`src/rtl/fram_probe_pkg.sv`:
```
package fram_probe_pkg;
   localparam logic [7:0] CMD_STAT   = 8'h05;
   localparam logic [7:0] CMD_IDENT  = 8'h9F;
   localparam logic [7:0] CMD_SERIAL = 8'hC3;

   typedef enum logic [1:0] {
      FAULT_NONE   = 2'd0,
      FAULT_BUSY   = 2'd1,
      FAULT_VENDOR = 2'd2,
      FAULT_SIZE   = 2'd3
   } fault_e;

   typedef enum logic [1:0] {
      STEP_STAT   = 2'd0,
      STEP_IDENT  = 2'd1,
      STEP_SERIAL = 2'd2
   } step_e;

   typedef enum logic [2:0] {
      SQ_IDLE,
      SQ_SELECT,
      SQ_SHIFT,
      SQ_WAIT,
      SQ_RELEASE,
      SQ_EVAL
   } sq_e;
endpackage

```
`src/rtl/fram_probe_shifter.sv`:
```
module fram_probe_shifter #(
   parameter int HALF = 2
) (
   input  logic       clk,
   input  logic       rst_n,
   input  logic       go,
   input  logic [7:0] tx_byte,
   output logic       sclk,
   output logic       mosi,
   input  logic       miso,
   output logic [7:0] rx_byte,
   output logic       byte_done
);
   localparam int CW = (HALF > 1) ? $clog2(HALF) : 1;

   logic          active_q;
   logic [CW-1:0] div_q;
   logic [2:0]    bit_q;
   logic [7:0]    tx_sh;
   logic [7:0]    rx_sh;
   logic          sclk_q;
   logic          done_q;

   always_ff @(posedge clk or negedge rst_n) begin
      if (!rst_n) begin
         active_q <= 1'b0;
         div_q    <= '0;
         bit_q    <= '0;
         tx_sh    <= '0;
         rx_sh    <= '0;
         sclk_q   <= 1'b0;
         done_q   <= 1'b0;
      end else begin
         done_q <= 1'b0;
         if (!active_q) begin
            if (go) begin
               active_q <= 1'b1;
               tx_sh    <= tx_byte;
               bit_q    <= '0;
               div_q    <= '0;
               sclk_q   <= 1'b0;
            end
         end else if (div_q == CW'(HALF - 1)) begin
            div_q <= '0;
            if (!sclk_q) begin
               sclk_q <= 1'b1;
               rx_sh  <= {rx_sh[6:0], miso};
            end else begin
               sclk_q <= 1'b0;
               if (bit_q == 3'd7) begin
                  active_q <= 1'b0;
                  done_q   <= 1'b1;
               end else begin
                  bit_q <= bit_q + 3'd1;
                  tx_sh <= {tx_sh[6:0], 1'b0};
               end
            end
         end else begin
            div_q <= div_q + CW'(1);
         end
      end
   end

   assign sclk      = sclk_q;
   assign mosi      = tx_sh[7];
   assign rx_byte   = rx_sh;
   assign byte_done = done_q;
endmodule

```
`src/rtl/fram_probe_geom.sv`:
```
module fram_probe_geom #(
   parameter logic [7:0] VENDOR    = 8'hC2,
   parameter logic [7:0] DENS_LO   = 8'h21,
   parameter logic [7:0] DENS_HI   = 8'h26,
   parameter int         BASE_LOG2 = 14,
   parameter int         WIDE_LOG2 = 16,
   parameter int         CAP_W     = 20
) (
   input  logic [7:0]       vendor_byte,
   input  logic [7:0]       dens_byte,
   output logic             vendor_ok,
   output logic             dens_ok,
   output logic [CAP_W-1:0] cap_bytes,
   output logic             wide_addr
);
   logic [7:0] log2_sz;

   always_comb begin
      vendor_ok = (vendor_byte == VENDOR);
      dens_ok   = (dens_byte >= DENS_LO) && (dens_byte <= DENS_HI);
      log2_sz   = dens_byte - DENS_LO + 8'(BASE_LOG2);
      cap_bytes = '0;
      wide_addr = 1'b0;
      if (dens_ok) begin
         cap_bytes = CAP_W'(1) << log2_sz;
         wide_addr = (log2_sz > 8'(WIDE_LOG2));
      end
   end
endmodule

```
`src/rtl/fram_probe_seq.sv`:
```
module fram_probe_seq
   import fram_probe_pkg::*;
#(
   parameter int ID_LEN   = 9,
   parameter int SN_LEN   = 8,
   parameter int CS_GAP   = 4,
   parameter int VEND_IDX = 6,
   parameter int DENS_IDX = 7,
   parameter int SNF_IDX  = 8,
   parameter int CAP_W    = 20
) (
   input  logic               clk,
   input  logic               rst_n,
   input  logic               start,
   output logic               eng_go,
   output logic [7:0]         eng_tx,
   input  logic               eng_done,
   input  logic [7:0]         eng_rx,
   output logic               cs_n,
   output logic [7:0]         vendor_byte,
   output logic [7:0]         dens_byte,
   input  logic               vendor_ok,
   input  logic               dens_ok,
   input  logic [CAP_W-1:0]   cap_in,
   input  logic               wide_in,
   output logic               done,
   output logic               ok,
   output logic [1:0]         fault,
   output logic [CAP_W-1:0]   capacity,
   output logic [1:0]         addr_bytes,
   output logic               sn_present,
   output logic [8*SN_LEN-1:0] serial
);
   localparam int BUF_N = (ID_LEN > SN_LEN) ? ID_LEN : SN_LEN;
   localparam int IW    = $clog2(BUF_N + 1);
   localparam int GW    = (CS_GAP > 1) ? $clog2(CS_GAP) : 1;

   sq_e                 st_q;
   step_e               step_q;
   logic [IW-1:0]       idx_q;
   logic [GW-1:0]       gap_q;
   logic [7:0]          rbuf [BUF_N];
   logic [IW-1:0]       nbytes;
   logic [7:0]          opcode;
   logic [8*SN_LEN-1:0] sn_rev;
   logic                go_q;
   logic [7:0]          tx_q;
   logic                cs_q;

   always_comb begin
      case (step_q)
         STEP_STAT:  begin nbytes = IW'(1);      opcode = CMD_STAT;   end
         STEP_IDENT: begin nbytes = IW'(ID_LEN); opcode = CMD_IDENT;  end
         default:    begin nbytes = IW'(SN_LEN); opcode = CMD_SERIAL; end
      endcase
   end

   for (genvar k = 0; k < SN_LEN; k++) begin : g_rev
      assign sn_rev[8*k +: 8] = rbuf[SN_LEN-1-k];
   end

   for (genvar j = 0; j < BUF_N; j++) begin : g_cap
      always_ff @(posedge clk or negedge rst_n) begin
         if (!rst_n)
            rbuf[j] <= '0;
         else if (st_q == SQ_WAIT && eng_done && idx_q == IW'(j + 1))
            rbuf[j] <= eng_rx;
      end
   end

   always_ff @(posedge clk or negedge rst_n) begin
      if (!rst_n) begin
         st_q       <= SQ_IDLE;
         step_q     <= STEP_STAT;
         idx_q      <= '0;
         gap_q      <= '0;
         go_q       <= 1'b0;
         tx_q       <= '0;
         cs_q       <= 1'b1;
         done       <= 1'b0;
         ok         <= 1'b0;
         fault      <= FAULT_NONE;
         capacity   <= '0;
         addr_bytes <= '0;
         sn_present <= 1'b0;
         serial     <= '0;
      end else begin
         go_q <= 1'b0;
         case (st_q)
            SQ_IDLE: begin
               if (start) begin
                  done       <= 1'b0;
                  ok         <= 1'b0;
                  fault      <= FAULT_NONE;
                  capacity   <= '0;
                  addr_bytes <= '0;
                  sn_present <= 1'b0;
                  serial     <= '0;
                  step_q     <= STEP_STAT;
                  st_q       <= SQ_SELECT;
               end
            end
            SQ_SELECT: begin
               cs_q  <= 1'b0;
               idx_q <= '0;
               st_q  <= SQ_SHIFT;
            end
            SQ_SHIFT: begin
               go_q <= 1'b1;
               tx_q <= (idx_q == '0) ? opcode : 8'h00;
               st_q <= SQ_WAIT;
            end
            SQ_WAIT: begin
               if (eng_done) begin
                  if (idx_q == nbytes) begin
                     cs_q  <= 1'b1;
                     gap_q <= '0;
                     st_q  <= SQ_RELEASE;
                  end else begin
                     idx_q <= idx_q + IW'(1);
                     st_q  <= SQ_SHIFT;
                  end
               end
            end
            SQ_RELEASE: begin
               if (gap_q == GW'(CS_GAP - 1))
                  st_q <= SQ_EVAL;
               else
                  gap_q <= gap_q + GW'(1);
            end
            SQ_EVAL: begin
               case (step_q)
                  STEP_STAT: begin
                     if (rbuf[0][0]) begin
                        fault <= FAULT_BUSY;
                        done  <= 1'b1;
                        st_q  <= SQ_IDLE;
                     end else begin
                        step_q <= STEP_IDENT;
                        st_q   <= SQ_SELECT;
                     end
                  end
                  STEP_IDENT: begin
                     if (!vendor_ok) begin
                        fault <= FAULT_VENDOR;
                        done  <= 1'b1;
                        st_q  <= SQ_IDLE;
                     end else if (!dens_ok) begin
                        fault <= FAULT_SIZE;
                        done  <= 1'b1;
                        st_q  <= SQ_IDLE;
                     end else begin
                        capacity   <= cap_in;
                        addr_bytes <= wide_in ? 2'd3 : 2'd2;
                        if (rbuf[SNF_IDX] != 8'h00) begin
                           sn_present <= 1'b1;
                           step_q     <= STEP_SERIAL;
                           st_q       <= SQ_SELECT;
                        end else begin
                           ok   <= 1'b1;
                           done <= 1'b1;
                           st_q <= SQ_IDLE;
                        end
                     end
                  end
                  default: begin
                     serial <= sn_rev;
                     ok     <= 1'b1;
                     done   <= 1'b1;
                     st_q   <= SQ_IDLE;
                  end
               endcase
            end
            default: st_q <= SQ_IDLE;
         endcase
      end
   end

   assign eng_go      = go_q;
   assign eng_tx      = tx_q;
   assign cs_n        = cs_q;
   assign vendor_byte = rbuf[VEND_IDX];
   assign dens_byte   = rbuf[DENS_IDX];
endmodule

```
`src/rtl/fram_probe.sv`:
```
module fram_probe
   import fram_probe_pkg::*;
#(
   parameter int         CLK_DIV   = 2,
   parameter int         CS_GAP    = 4,
   parameter int         ID_LEN    = 9,
   parameter int         SN_LEN    = 8,
   parameter logic [7:0] VENDOR    = 8'hC2,
   parameter logic [7:0] DENS_LO   = 8'h21,
   parameter logic [7:0] DENS_HI   = 8'h26,
   parameter int         BASE_LOG2 = 14,
   parameter int         WIDE_LOG2 = 16,
   parameter int         CAP_W     = DENS_HI - DENS_LO + BASE_LOG2 + 1
) (
   input  logic                 clk,
   input  logic                 rst_n,
   input  logic                 start,
   output logic                 spi_sclk,
   output logic                 spi_cs_n,
   output logic                 spi_mosi,
   input  logic                 spi_miso,
   output logic                 probe_done,
   output logic                 probe_ok,
   output logic [1:0]           fault_code,
   output logic [CAP_W-1:0]     capacity,
   output logic [1:0]           addr_bytes,
   output logic                 sn_present,
   output logic [8*SN_LEN-1:0]  serial_num
);
   localparam int VEND_IDX = 6;
   localparam int DENS_IDX = 7;
   localparam int SNF_IDX  = 8;

   if (CLK_DIV < 1) begin : g_bad_div
      $error("CLK_DIV must be at least 1");
   end
   if (CS_GAP < 1) begin : g_bad_gap
      $error("CS_GAP must be at least 1");
   end
   if (ID_LEN <= SNF_IDX) begin : g_bad_id
      $error("ID_LEN too short for the flag byte");
   end
   if (DENS_HI < DENS_LO) begin : g_bad_dens
      $error("density range is empty");
   end

   logic             eng_go;
   logic [7:0]       eng_tx;
   logic             eng_done;
   logic [7:0]       eng_rx;
   logic [7:0]       vendor_byte;
   logic [7:0]       dens_byte;
   logic             vendor_ok;
   logic             dens_ok;
   logic [CAP_W-1:0] cap_w;
   logic             wide_w;

   fram_probe_shifter #(.HALF(CLK_DIV)) shifter_i (
      .clk       (clk),
      .rst_n     (rst_n),
      .go        (eng_go),
      .tx_byte   (eng_tx),
      .sclk      (spi_sclk),
      .mosi      (spi_mosi),
      .miso      (spi_miso),
      .rx_byte   (eng_rx),
      .byte_done (eng_done)
   );

   fram_probe_geom #(
      .VENDOR    (VENDOR),
      .DENS_LO   (DENS_LO),
      .DENS_HI   (DENS_HI),
      .BASE_LOG2 (BASE_LOG2),
      .WIDE_LOG2 (WIDE_LOG2),
      .CAP_W     (CAP_W)
   ) geom_i (
      .vendor_byte (vendor_byte),
      .dens_byte   (dens_byte),
      .vendor_ok   (vendor_ok),
      .dens_ok     (dens_ok),
      .cap_bytes   (cap_w),
      .wide_addr   (wide_w)
   );

   fram_probe_seq #(
      .ID_LEN   (ID_LEN),
      .SN_LEN   (SN_LEN),
      .CS_GAP   (CS_GAP),
      .VEND_IDX (VEND_IDX),
      .DENS_IDX (DENS_IDX),
      .SNF_IDX  (SNF_IDX),
      .CAP_W    (CAP_W)
   ) seq_i (
      .clk         (clk),
      .rst_n       (rst_n),
      .start       (start),
      .eng_go      (eng_go),
      .eng_tx      (eng_tx),
      .eng_done    (eng_done),
      .eng_rx      (eng_rx),
      .cs_n        (spi_cs_n),
      .vendor_byte (vendor_byte),
      .dens_byte   (dens_byte),
      .vendor_ok   (vendor_ok),
      .dens_ok     (dens_ok),
      .cap_in      (cap_w),
      .wide_in     (wide_w),
      .done        (probe_done),
      .ok          (probe_ok),
      .fault       (fault_code),
      .capacity    (capacity),
      .addr_bytes  (addr_bytes),
      .sn_present  (sn_present),
      .serial      (serial_num)
   );
endmodule

```
`config.mk`:
```
export PLATFORM = sky130hd
export DESIGN_NAME = fram_probe
export DESIGN_NICKNAME = d
export VERILOG_FILES = /design/src/rtl/fram_probe_pkg.sv /design/src/rtl/fram_probe_shifter.sv /design/src/rtl/fram_probe_geom.sv /design/src/rtl/fram_probe_seq.sv /design/src/rtl/fram_probe.sv
export SDC_FILE = /design/constraint.sdc
export NUM_CORES = 1
export LEC_CHECK = 0
export BUFFER_PORTS_ARGS = -buffer_cell sky130_fd_sc_hd__buf_4
export CELL_PAD_IN_SITES_DETAIL_PLACEMENT = 2
export CELL_PAD_IN_SITES_GLOBAL_PLACEMENT = 2
export CORE_MARGIN = 4
export CORE_UTILIZATION = 43
export CTS_CLUSTER_SIZE = 12
export DETAILED_ROUTE_END_ITERATION = 10
export PLACE_DENSITY = 0.92
export SYNTH_ARGS = -nofsm -noshare
export SYNTH_HDL_FRONTEND = slang
export SYNTH_SLANG_ARGS = --single-unit
```
`constraint.sdc`:
```
create_clock -name clk -period 5.9 [get_ports clk]
set_input_delay 0.885 -clock clk [delete_from_list [all_inputs] [get_ports clk]]
set_output_delay 0.885 -clock clk [all_outputs]
set_load 0.005 [all_outputs]
```
### After elaboration in Yosys (flattened, before gate mapping)

Index checks and enable logic that the tools add are counted.
W data, S select, Z words.

| storage, ports and cells | value |
|---|---|
| register bits | 207 |
| bits of input ports | 4 |
| output and inout bits | 94 |
| word-level logic and storage cells | 209 |

| cells by class | value |
|---|---|
| add/subtract/negate cells | 6 |
| $lt $le $gt $ge | 3 |
| eq/ne operators | 43 |
| shifts and indexed selects | 1 |
| muxes and demuxes | 91 |
| bitwise gates (word level) | 1 |
| reductions and logical operators | 34 |

Operators with widths:

| cell | number |
|---|---|
| $mux W64 | 2 |
| $pmux W64 S2 | 1 |
| $mux W20 | 4 |
| $mux W8 | 6 |
| $pmux W20 S2 | 1 |
| $mux W1 | 33 |
| $mux W3 | 11 |
| $mux W2 | 14 |
| $pmux W2 S2 | 6 |
| $ne A2 B2 Y1 const B | 10 |
| $shl A1 B8 Y20 const A | 1 |
| $pmux W3 S6 | 1 |
| $eq A4 B3 Y1 const B | 4 |
| $pmux W4 S2 | 2 |
| $pmux W8 S2 | 1 |
| $ne A3 B2 Y1 const B | 5 |
| $reduce_and A3 Y1 | 5 |
| $pmux W1 S2 | 6 |
| $reduce_and A4 Y1 | 3 |
| $reduce_and A6 Y1 | 2 |
| $logic_and A1 B1 Y1 | 11 |
| $ne A2 B1 Y1 const B | 5 |
| $reduce_and A5 Y1 | 2 |
| $eq A3 B3 Y1 const B | 3 |
| 32 further kinds | 40 |

### Longest topological paths before layout

| depth | value |
|---|---|
| word-level depth | 9 |
| gate-level depth with buffers | 9 |
| depth with buffers taken out | 7 |

### Modules after synthesis

Synthesis repeated with hierarchy kept, for this count alone.

| unflattened totals | value |
|---|---|
| cell total of the unflattened synthesis | 659 |
| area total of the unflattened synthesis | 8770.9 µm² |

Modules (own cells, without submodules):

| module | times used | cells each | area each (µm²) | seq. area each (µm²) |
|---|---|---|---|---|
| fram_probe_seq | 1 | 509 | 7121.8 | 4530.6 |
| fram_probe_shifter | 1 | 71 | 1039.7 | 575.6 |
| fram_probe_geom | 1 | 79 | 609.3 | 0.0 |

### Worst setup path before layout

No wires, ideal clock.

| path | value |
|---|---|
| path type | input to register |
| start | input start |
| end | register seq_i.serial[11] |
| library setup time | 121 ps |
| arrival | 2133 ps |
| required time | 5779 ps |
| path slack | 3646 ps |
| stages | 5 |
| buffers on the path | 1 |
| cells stage by stage | or3b_1 > a21oi_2 > a21oi_1 > clkbuf_1 > a22o_2 |

| on the way | value |
|---|---|
| cells in the longest elaborated chain, start to end | 2 |

RTL lines:

| item | RTL line | source |
|---|---|---|
| from (decl) | fram_probe.sv:17 | `input logic start,` |
| $ne A2 B2 Y1 (no line) | -- |  |
| $reduce_and A3 Y1 (no line) | -- |  |
| to (signal assigned) | fram_probe_seq.sv:167 | `serial <= sn_rev;` |
| to (decl) | fram_probe_seq.sv:32 | `output logic [8*SN_LEN-1:0] serial` |

Every way passes these cells.
A chain may end at the register's enable or synchronous reset.

### Worst setup path in the final report

| path | value |
|---|---|
| start | register seq_i.st_q[0] |
| end | register seq_i.rbuf[52] (netlist bit) |

| on the way | value |
|---|---|
| cells in the longest elaborated chain, start to end | 3 |

RTL lines:

| item | RTL line | source |
|---|---|---|
| from (decl) | fram_probe_seq.sv:38 | `sq_e st_q;` |
| from (signal assigned) | fram_probe_seq.sv:73 | `st_q <= SQ_IDLE;` |
| from (signal assigned) | fram_probe_seq.sv:100 | `st_q <= SQ_SELECT;` |
| from (signal assigned) | fram_probe_seq.sv:106 | `st_q <= SQ_SHIFT;` |
| $eq A3 B2 Y1 | fram_probe_seq.sv:66 | `else if (st_q == SQ_WAIT && eng_done && idx_q == IW'(j + 1))` |
| $logic_and A1 B1 Y1 (2 in series) | fram_probe_seq.sv:66 |  |
| to (signal, indexed assignment) | fram_probe_seq.sv:67 | `rbuf[j] <= eng_rx;` |
| to (decl) | fram_probe_seq.sv:42 | `logic [7:0] rbuf [BUF_N];` |

Every way passes these cells.

==> results.sh <==
export IMPL_outcome="finished clean"
export IMPL_cts_buffer_depth=3
export IMPL_reg2reg_from="seq_i.st_q[0]$_DFFE_PN0P_"
export IMPL_drive_gt1_frac=0.323
export IMPL_cts_hold_buffers=0
export IMPL_die_area_um2=21700
export IMPL_pre_cts_ws_ns=3.17
export IMPL_tightest_slew_ns=1.30
export IMPL_synthCells=639
export IMPL_setup_tns_ns=0
export IMPL_num_antenna_cells=0
export IMPL_drv_slew=0
export IMPL_final_min_clock_period_ns=2.85
export IMPL_ant_nets=0
export IMPL_met2_length_um=14800
export IMPL_clkSlewWorstSetupHoldPaths_ns=0.06
export IMPL_grt_pass1_wl_um=43900
export IMPL_drtIter0Drc=312
export IMPL_slew_headroom=0.125
export IMPL_start_util=0.442
export IMPL_post_cts_buffers=0
export IMPL_startpoint="seq_i.st_q[0]$_DFFE_PN0P_"
export IMPL_setup_viol=0
export IMPL_power_density_nw_per_um2=287
export IMPL_io_pin_count=98
export IMPL_routed_top_layer="met4"
export IMPL_cts_buffers=23
export IMPL_grt_pass1_vias=6854
export IMPL_die_w_um=147
export IMPL_rr_worst_depth=5
export IMPL_r2r_end="seq_i.rbuf[52]$_DFFE_PN0P_"
export IMPL_fin_nets=737
export IMPL_synth_distinct_cells=60
export IMPL_synth_edf_count=0
export IMPL_crit_path_start_kind="flop"
export IMPL_vias_per_cell=5.90
export IMPL_antenna_found_initial=0
export IMPL_synth_avg_cell_area_um2=13.1
export IMPL_critPathArrivalTime_ns=3.25
export IMPL_met1Wirelength_um=11100
export IMPL_hold_viol=0
export IMPL_skew_ns=0.0123
export IMPL_irDropWorstVdd_mv=0.259
export IMPL_via_count=5881
export IMPL_ys_warn_count=0
export IMPL_critPathCaptureType="flop"
export IMPL_ys_seq_area_frac=0.611
export IMPL_hp_class="input port to asynchronous set/reset pin"
export IMPL_globalplace_congestion=0.847
export IMPL_htree_levels=1
export IMPL_cp_endpoint="seq_i.rbuf[52]$_DFFE_PN0P_"
export IMPL_met3_length_um=1400
export IMPL_drc=0
export IMPL_cap_violations=0
export IMPL_post_drt_wl_per_cell_um=28.0
export IMPL_clock_latency_ns=0.53
export IMPL_path_class="flop to flop"
export IMPL_leakagePower_uw=0.00508
export IMPL_postRouteWirelength_um=28000
export IMPL_firstDrtPassIters=4
export IMPL_synth_seq_cells=204
export IMPL_fmaxAchievable_ghz=0.351
export IMPL_core_rowCount=50
export IMPL_die_h_um=147
export IMPL_coreArea_um2=18900
export IMPL_async_flop_share=1.00
export IMPL_required_ns=6.30
export IMPL_grt_max_degree=88
export IMPL_netlist_area_um2=8360
export IMPL_cp_max_fo=13
export IMPL_clockRootBuffer="clkbuf_16"
export IMPL_port_buffers=97
export IMPL_rsz0062_at_grt="false"
export IMPL_final_fill_count=1785
export IMPL_reg2reg_setup_slack_ns=3.05
export IMPL_ctsResizeCount=0
export IMPL_synthFlopType="dfrtp_1"
export IMPL_dpl_hpwl_um=16200
export IMPL_cts_tree="yes"
export IMPL_period_share=0.482
export IMPL_setup_ws_ns=3.05
export IMPL_synth_fp_nets=654
export IMPL_grt_overflow_total=0
export IMPL_area_growth_pct=20.0
export IMPL_cts_sinks=204
export IMPL_grt_usage=0.261
-- worst min-delay path by stage --
stage / slack [ns] / end / from / depth (start not counted)
3_5_place_dp: 0.47 / seq_i.capacity[10]$_DFFE_PN0P_ / seq_i.capacity[10]$_DFFE_PN0P_ / 1
2_1_floorplan: 0.44 / seq_i.eng_tx[4]$_DFFE_PN0P_ / seq_i.eng_tx[4]$_DFFE_PN0P_ / 2
5_1_grt: 0.46 / seq_i.rbuf[53]$_DFFE_PN0P_ / rst_n / 1
3_3_place_gp: 0.47 / seq_i.serial[37]$_DFFE_PN0P_ / seq_i.rbuf[45]$_DFFE_PN0P_ / 1
6_report: 0.42 / seq_i.rbuf[52]$_DFFE_PN0P_ / rst_n / 1
4_1_cts: 0.44 / seq_i.rbuf[52]$_DFFE_PN0P_ / rst_n / 1
-- cell usage after synthesis, types with 2 or more instances --
cell | instances | share of area
o22ai_1 | 5 | 0.0037
a2bb2oi_1 | 2 | 0.0021
o21a_1 | 3 | 0.0027
nor4_1 | 3 | 0.0022
nor3_1 | 4 | 0.0024
nand4_1 | 3 | 0.0022
nand3_1 | 15 | 0.0090
buf_2 | 10 | 0.0060
nor2_1 | 27 | 0.012
a22o_2 | 4 | 0.0048
buf_1 | 6 | 0.0027
xnor2_1 | 3 | 0.0031
nor4b_2 | 2 | 0.0036
nand2_1 | 24 | 0.011
nand2b_1 | 3 | 0.0022
nor2b_1 | 5 | 0.0037
a41oi_1 | 2 | 0.0021
o31a_1 | 2 | 0.0021
xor2_1 | 2 | 0.0021
or3_1 | 2 | 0.0015
a31oi_1 | 7 | 0.0052
o2bb2ai_1 | 4 | 0.0042
o21ai_0 | 13 | 0.0078
clkbuf_1 | 27 | 0.012
nor3b_1 | 2 | 0.0018
mux2_2 | 81 | 0.11
a22o_1 | 72 | 0.075
nor3_2 | 2 | 0.0024
a21oi_1 | 18 | 0.011
a21o_1 | 3 | 0.0027
mux2i_1 | 2 | 0.0024
ha_1 | 11 | 0.016
dfrtp_1 | 203 | 0.61
inv_1 | 20 | 0.0090
and2_1 | 16 | 0.012
and3b_1 | 3 | 0.0031
nand3b_1 | 5 | 0.0045
-- cells by family after synthesis --
| kind of cell | share of synthesized area |
|---|---|
| compound gates | 0.137 |
| flops | 0.611 |
| xor+xnor | 0.00524 |
| buf+inv | 0.0298 |
| fa+ha+maj | 0.0165 |
| simple gates | 0.0872 |
| mux | 0.113 |
-- where the power goes --
group | switching [uW] | leakage (uW) | internal [uW] | total [uW]
sequential | 15.7 | 0.00276 | 1400 | 1420
combinational | 31.1 | 0.00195 | 5.64 | 36.7
clock | 600 | 0.000366 | 822 | 1420
total | 646 | 0.00508 | 2230 | 2880
-- flip-flops by register name, indices dropped and copies added (netlist names), 2 cells and up --
register / count
shifter_i.rx_byte: 8
seq_i.eng_tx: 5
seq_i.st_q: 3
seq_i.idx_q: 4
shifter_i.bit_q: 3
seq_i.fault: 2
seq_i.step_q: 2
seq_i.gap_q: 2
seq_i.rbuf: 56
seq_i.vendor_byte: 8
seq_i.capacity: 20
shifter_i.tx_sh: 8
seq_i.addr_bytes: 2
seq_i.dens_byte: 8
seq_i.serial: 64
-- final cells by class --
class	instances	area, um2	area share
inverter	20	75.1	0.00749
clock inverter	8	68.8	0.00686
sequential	204	5110	0.509
timing repair buffer	101	764	0.0763
tap	260	325	0.0325
clock buffer	32	659	0.0658
multi-input combinational	372	3030	0.302
-- layer usage --
metal  track usage  up-vias
met1         0.320     3169
li1              -     2481
met4        0.0732        0
met3        0.0497       57
met5             0        -
met2         0.470      174
-- metrics by stage --
stage	instances	total power, uW	hold slack (ns)	util	cell area [um2]
2_1_floorplan	639	1440	0.441	-	8360
3_3_place_gp	957	1480	0.468	0.492	9300
3_5_place_dp	957	1480	0.472	0.492	9300
4_1_cts	997	2900	0.436	0.531	10000
5_1_grt	997	2970	0.459	0.531	10000
6_report	997	2880	0.418	0.531	10000
-- cell usage in the layout (no fill, tap or decap), types with 4 or more instances in the layout --
| master | netlist | routed |
|---|---|---|
| clkbuf_16 | 0 | 23 |
| clkbuf_8 | 0 | 6 |
| clkbuf_1 | 27 | 4 |
| a21oi_1 | 18 | 17 |
| a22o_1 | 72 | 72 |
| nor3_1 | 4 | 4 |
| o2bb2ai_1 | 4 | 4 |
| nand3_1 | 15 | 15 |
| nand3b_1 | 5 | 5 |
| a22o_2 | 4 | 4 |
| dfrtp_1 | 203 | 203 |
| and2_1 | 16 | 16 |
| nand2_1 | 24 | 24 |
| a31oi_1 | 7 | 6 |
| o21ai_0 | 13 | 12 |
| o22ai_1 | 5 | 5 |
| mux2_2 | 81 | 81 |
| nor2_1 | 27 | 26 |
| ha_1 | 11 | 11 |
| nor2b_1 | 5 | 5 |
| inv_1 | 20 | 20 |
| buf_4 | 0 | 100 |
| clkinv_2 | 0 | 6 |
-- worst max-delay path: stages, from the launching register on --
cell and delay [ns]:
dfrtp_1 0.60, nor2b_1 0.51, nand3_1 0.33, nor3_1 0.37
and2_1 0.49, mux2_2 0.41
(Power assumes the default switching activity.)
